--- src/rtl/dma_chain_loader_pkg.sv ---
package dma_chain_loader_pkg;

    typedef enum logic [1:0] {
        LDR_IDLE  = 2'd0,
        LDR_FETCH = 2'd1,
        LDR_RUN   = 2'd2
    } ldr_state_e;

endpackage

--- src/rtl/dcl_word_gather.sv ---
module dcl_word_gather #(
    parameter int WORD_W = 16
) (
    input  logic              clk,
    input  logic              rst_n,
    input  logic              clr_i,
    input  logic              take_i,
    input  logic [WORD_W-1:0] data_i,
    output logic [1:0]        idx_o,
    output logic              last_o,
    output logic [WORD_W-1:0] hi_o,
    output logic [WORD_W-1:0] lo_o
);

    localparam logic [1:0] LAST_IDX = 2'd2;

    typedef struct packed {
        logic [1:0]        idx;
        logic [WORD_W-1:0] hi;
        logic [WORD_W-1:0] lo;
    } gather_t;

    gather_t g_d, g_q;

    always_comb begin
        g_d = g_q;
        if (clr_i) begin
            g_d.idx = '0;
        end else if (take_i) begin
            case (g_q.idx)
                2'd0:    g_d.hi = data_i;
                2'd1:    g_d.lo = data_i;
                default: ;
            endcase
            g_d.idx = (g_q.idx == LAST_IDX) ? 2'd0 : g_q.idx + 2'd1;
        end
    end

    always_ff @(posedge clk or negedge rst_n) begin
        if (!rst_n) g_q <= '0;
        else        g_q <= g_d;
    end

    assign idx_o  = g_q.idx;
    assign last_o = (g_q.idx == LAST_IDX);
    assign hi_o   = g_q.hi;
    assign lo_o   = g_q.lo;

    AST_IDX_RANGE: assert property (@(posedge clk) disable iff (!rst_n)
        g_q.idx != 2'd3);

    AST_IDX_STEP: assert property (@(posedge clk) disable iff (!rst_n)
        (take_i && !clr_i && g_q.idx != LAST_IDX) |=> (g_q.idx == $past(g_q.idx) + 2'd1));

endmodule

--- src/rtl/dma_chain_loader.sv ---
module dma_chain_loader
    import dma_chain_loader_pkg::*;
#(
    parameter int WORD_W = 16,
    parameter int CNT_W  = 16
) (
    input  logic                clk,
    input  logic                rst_n,
    input  logic                start_i,
    input  logic [2*WORD_W-1:0] base_addr_i,
    input  logic [CNT_W-1:0]    blk_cnt_i,
    input  logic                block_done_i,
    input  logic                abort_i,
    output logic                rd_req_o,
    output logic [2*WORD_W-1:0] rd_addr_o,
    input  logic                rd_valid_i,
    input  logic [WORD_W-1:0]   rd_data_i,
    output logic                ld_valid_o,
    output logic [2*WORD_W-1:0] ld_addr_o,
    output logic [WORD_W-1:0]   ld_count_o,
    output logic                active_o,
    output logic                chain_done_o
);

    localparam int AW         = 2 * WORD_W;
    localparam int WORD_BYTES = WORD_W / 8;
    localparam int DESC_BYTES = 3 * WORD_BYTES;

    typedef struct packed {
        ldr_state_e        st;
        logic [AW-1:0]     base;
        logic [CNT_W-1:0]  rem;
        logic              ld_valid;
        logic [AW-1:0]     ld_addr;
        logic [WORD_W-1:0] ld_count;
        logic              done;
    } ldr_t;

    ldr_t r_d, r_q;

    logic              g_clr, g_take, g_last;
    logic [1:0]        g_idx;
    logic [WORD_W-1:0] g_hi, g_lo;

    dcl_word_gather #(.WORD_W(WORD_W)) u_gather (
        .clk    (clk),
        .rst_n  (rst_n),
        .clr_i  (g_clr),
        .take_i (g_take),
        .data_i (rd_data_i),
        .idx_o  (g_idx),
        .last_o (g_last),
        .hi_o   (g_hi),
        .lo_o   (g_lo)
    );

    always_comb begin
        r_d          = r_q;
        r_d.ld_valid = 1'b0;
        r_d.done     = 1'b0;
        g_clr        = 1'b0;
        g_take       = 1'b0;
        case (r_q.st)
            LDR_IDLE: begin
                if (start_i) begin
                    r_d.base = base_addr_i;
                    g_clr    = 1'b1;
                    if (blk_cnt_i != '0) begin
                        r_d.rem = blk_cnt_i - 1'b1;
                        r_d.st  = LDR_FETCH;
                    end else begin
                        r_d.rem = '0;
                        r_d.st  = LDR_RUN;
                    end
                end
            end
            LDR_FETCH: begin
                if (abort_i) begin
                    r_d.st = LDR_IDLE;
                    g_clr  = 1'b1;
                end else if (rd_valid_i) begin
                    g_take = 1'b1;
                    if (g_last) begin
                        r_d.ld_valid = 1'b1;
                        r_d.ld_addr  = {g_hi, g_lo};
                        r_d.ld_count = rd_data_i;
                        r_d.st       = LDR_RUN;
                    end
                end
            end
            LDR_RUN: begin
                if (abort_i) begin
                    r_d.st = LDR_IDLE;
                end else if (block_done_i) begin
                    if (r_q.rem != '0) begin
                        r_d.rem  = r_q.rem - 1'b1;
                        r_d.base = r_q.base + AW'(DESC_BYTES);
                        r_d.st   = LDR_FETCH;
                        g_clr    = 1'b1;
                    end else begin
                        r_d.done = 1'b1;
                        r_d.st   = LDR_IDLE;
                    end
                end
            end
            default: r_d.st = LDR_IDLE;
        endcase
    end

    always_ff @(posedge clk or negedge rst_n) begin
        if (!rst_n) begin
            r_q    <= '0;
            r_q.st <= LDR_IDLE;
        end else begin
            r_q <= r_d;
        end
    end

    assign rd_req_o     = (r_q.st == LDR_FETCH);
    assign rd_addr_o    = r_q.base + AW'(g_idx) * AW'(WORD_BYTES);
    assign ld_valid_o   = r_q.ld_valid;
    assign ld_addr_o    = r_q.ld_addr;
    assign ld_count_o   = r_q.ld_count;
    assign active_o     = (r_q.st != LDR_IDLE);
    assign chain_done_o = r_q.done;

    AST_REQ_HOLD: assert property (@(posedge clk) disable iff (!rst_n)
        (rd_req_o && !rd_valid_i && !abort_i) |=> (rd_req_o && $stable(rd_addr_o)));

    AST_LOAD_PULSE: assert property (@(posedge clk) disable iff (!rst_n)
        ld_valid_o |=> !ld_valid_o);

    AST_LOAD_NO_REQ: assert property (@(posedge clk) disable iff (!rst_n)
        ld_valid_o |-> (!rd_req_o && active_o));

    AST_DONE_IDLE: assert property (@(posedge clk) disable iff (!rst_n)
        chain_done_o |-> (!active_o && !rd_req_o));

    AST_DONE_PULSE: assert property (@(posedge clk) disable iff (!rst_n)
        chain_done_o |=> !chain_done_o);

    AST_ABORT_FETCH: assert property (@(posedge clk) disable iff (!rst_n)
        (rd_req_o && abort_i) |=> (!active_o && !ld_valid_o && !chain_done_o));

    AST_CONTINUE_ACTIVE: assert property (@(posedge clk) disable iff (!rst_n)
        (active_o && !rd_req_o && block_done_i && !abort_i && !chain_done_o && $past(active_o))
            |=> (active_o || chain_done_o));

endmodule

--- config.mk ---
export PLATFORM = sky130hd
export DESIGN_NAME = dma_chain_loader
export DESIGN_NICKNAME = d
export VERILOG_FILES = /design/src/rtl/dma_chain_loader_pkg.sv /design/src/rtl/dcl_word_gather.sv /design/src/rtl/dma_chain_loader.sv
export SDC_FILE = /design/constraint.sdc
export NUM_CORES = 1
export LEC_CHECK = 0
export ABC_CLOCK_PERIOD_IN_PS = 3000
export BUFFER_PORTS_ARGS = -buffer_cell sky130_fd_sc_hd__buf_2
export CORE_MARGIN = 2
export CORE_UTILIZATION = 56
export DETAILED_ROUTE_END_ITERATION = 8
export HOLD_SLACK_MARGIN = 0.15
export PLACE_DENSITY_LB_ADDON = 0.12
export SLEW_MARGIN = 25
export SYNTH_ARGS = -nofsm -noshare
export SYNTH_HDL_FRONTEND = slang
export SYNTH_HIERARCHICAL = 1
export SYNTH_SLANG_ARGS = --single-unit
export TNS_END_PERCENT = 30
--- constraint.sdc ---
create_clock -name clk -period 3 [get_ports clk]
set_clock_uncertainty 0.05 [all_clocks]
set_input_delay 0.45 -clock clk [delete_from_list [all_inputs] [get_ports clk]]
set_output_delay 0.45 -clock clk [all_outputs]
set_load 0.02 [all_outputs]
==> run summary <==
Worst-margin pin slew = 868 ps
Synth cell types = 71
Routed length per placed instance = 18.4 µm
Crit-path cells = nand4_1, nor4_1, nand2_1, xnor2_1, buf_2
Setup TNS = 0 ps
Sinks on Clock Net = 134
Setup WS post-layout = 54.6 ps
Fin. Hold Viols = 0
Area grow syn2layout = 17.8%
Worst hold path type = input port to flip-flop
Mux share of post-synthesis cell area = 12.2%
Max Slew Vio Count = 0
DR DRC count = 0
Clock buffer count from CTS = 17
Fin nets = 939
FF+latch count, synth = 134
CTS tree = built
Peak VDD IR = 0.472 mV
CP Data Required Time = 2500 ps
Max Fclk = 0.340 GHz
Power Total = 8390 µW
I/O pin cnt = 154
Cell Count, Final, Fillers Out = 1,051
Syn_area_per_cell = 10.1 µm²
Crit path time final = 2950 ps
Synthesized netlist cell count = 761
N_diodes = 0
# placed instances = 1,013
Antenna-violating nets left = 0
First-pass DRT Iterations = 6
All-Layer GR Usage = 27.1%
Outcome = finished clean
Worst reg2reg setup slack = 480 ps
Endpoints failing setup = 0
Compound-gate portion of the synthesized area = 13.9%
Chip height = 121 µm
Crit Path Max Fanout = 10
First-pass GRT wire length = 31,300 µm
CTS root buf = clkbuf_16
Die width = 121 µm
Max-slew headroom = 42.1%
PwrDens = 931 nW/µm²
DPL Wire Length = 13,300 µm
Most frequent cell after synthesis = dfrtp_1
Post-Route WL = 19,300 µm
Row Count = 42
Layout cells sized above 1 = 35.7%
Async S/R FF share, synth = 100%
Syn_nets = 838
Leak = 0.00413 µW
CP Launch Type = flip-flop
Largest family of logic cells by synthesized area = simple AND/OR/NAND/NOR gates
Vias in the first global route = 6,173
Initial antenna violation count = 0
Critical Path Sink Type = output port
Max cap viols = 0
Initial core utilization = 57.5%
Critical setup path kind = flip-flop to output port
Largest net degree at the start of global routing = 73
Port buffer count = 153
Synth top area share = 43.8%
Synth Area in Adders = 1.24%
CP arrival = 2450 ps
Post-synthesis sequential area ratio = 43.8%
Warnings from Yosys = 6
Synth Area in Simple Gates = 16.1%
Synth Cell Area = 7650 µm²
Core area = 13,300 µm²
Ys flop type = dfrtp_1
Pre-CTS setup slack = 173 ps
Cell family with most CP delay = simple AND/OR/NAND/NOR gates
Number of synthesized flops with an enable pin = 0
CTS Buffer Depth = 2
Synth cell count leaders = dfrtp_1 (134), mux2_2 (61), buf_4 (49), nand2_1 (44), nor2_1 (44)
H-tree levels = 4
GP Congestion = 0.929
Gr ovfl total = 0
Crit-path max cell delay = 580 ps
1st-iter DRT viols = 684
Clock transition at path regs = 60 ps
Xor-xnor portion of the synthesized cell area = 4.58%
WP buf/inv = 1
Vias after detailed routing = 6,481
Synth area leaders = dfrtp_1 (44%), mux2_2 (9.0%), buf_4 (4.8%)
Cell taking the most area after synthesis = dfrtp_1
Period utilisation layout = 98.2%
Critical-path top delay cell = nor4_1
Clock latency on the worst-skew pair = 430 ps
Via density = 6.17
Die footprint = 14,600 µm²
==> metrics by stage <==
stage / cell area [µm²] / hold WS (ps) / util, %
after detailed placement: 8260 / 421 / 62.1
after CTS: 8910 / 197 / 67.0
after global routing: 9010 / 205 / 67.8
after floorplan: 7650 / 104 / -
final: 9010 / 207 / 67.8
after global placement: 8260 / 411 / 62.1
==> cells by family (layout without fill, tap and decap cells) <==
| logic type | after synthesis | in the layout |
|---|---|---|
| AOI/OAI and AO/OA | 162 | 162 |
| xor gates and xnor gates | 40 | 40 |
| adders and majority gates | 7 | 7 |
| buffers and inverters | 107 | 221 |
| DFF | 134 | 134 |
| muxes | 83 | 83 |
| and+or+nand+nor | 228 | 228 |
==> worst register-to-register path, stage by stage, from the launching register on <==
cell and delay (ps):
dfrtp_1 500, nand2b_1 380, nor2_1 230, nand2_1 100
o22ai_1 390, and4bb_1 240, buf_4 210, mux2_2 300
==> final timing paths <==
| kind | endpoint | cells after the start | start |
|---|---|---|---|
| min in group asynchronous | u_gather/hi_o[1]$_DFFE_PN0P_ | 2 | rst_n |
| max in group asynchronous | r_q[70]$_DFFE_PN0P_ | 3 | rst_n |
| min | r_q[66]$_DFFE_PN0P_ | 2 | base_addr_i[0] |
| max | rd_addr_o[24] | 5 | r_q[86]$_DFFE_PN0P_ |
| min reg2reg | ld_addr_o[25]$_DFFE_PN0P_ | 1 | ld_addr_o[25]$_DFFE_PN0P_ |
| max reg2reg | u_gather/lo_o[14]$_DFFE_PN0P_ | 7 | r_q[98]$_DFFE_PN0P_ |
==> power by group <==
part	internal [µW]	switching [µW]	total (µW)
logic	1340	1880	3210
registers	2440	722	3160
clock network	1160	852	2010
==> area by class of cell <==
type	instances	area, µm²
clock buffer	17	425
timing repair buffer	180	1020
sequential	134	3360
multi-input combinational	520	3800
clock inverter	15	143
tap	176	220
inverter	9	33.8
fill	1057	4280
==> state kept, by name, indices dropped and copies added (netlist names) <==
| register | cells |
|---|---|
| r_q | 50 |
| ld_addr_o | 32 |
| ld_count_o | 16 |
| u_gather/hi_o | 16 |
| u_gather/lo_o | 16 |
| u_gather/idx_o | 2 |
| chain_done_o | 1 |
| ld_valid_o | 1 |
==> routing by layer <==
layer	GRT usage, %	wire length (µm)	vias to the layer above
li1	-	-	2946
met1	37.4	8250	3159
met2	42.2	9190	321
met3	5.26	1380	55
met4	11.0	502	0
met5	0	0	-
==> timing repair <==
item	in CTS	in global routing
resized for setup	12	22
setup buffers	3	2
hold buffers	1	0
setup endpoints to repair	15	13
endpoints found under the hold margin	69	0
pin swaps	3	9
==> cells in the final DEF, fill, tap and decap left out, types with 8 or more instances in the layout <==
master,count
nor2_1,42
o22ai_1,12
buf_4,28
dfrtp_2,8
a21oi_1,43
dfrtp_1,126
or4_1,8
nor4_1,12
o21ai_0,27
clkbuf_16,17
mux2_2,61
and3_1,9
nand2_1,43
nor3_1,17
inv_1,9
nand3_1,24
buf_2,148
nand4_1,16
xnor2_1,22
o21ai_1,11
xor2_1,17
mux2_1,20
(Power assumes the default switching activity.)
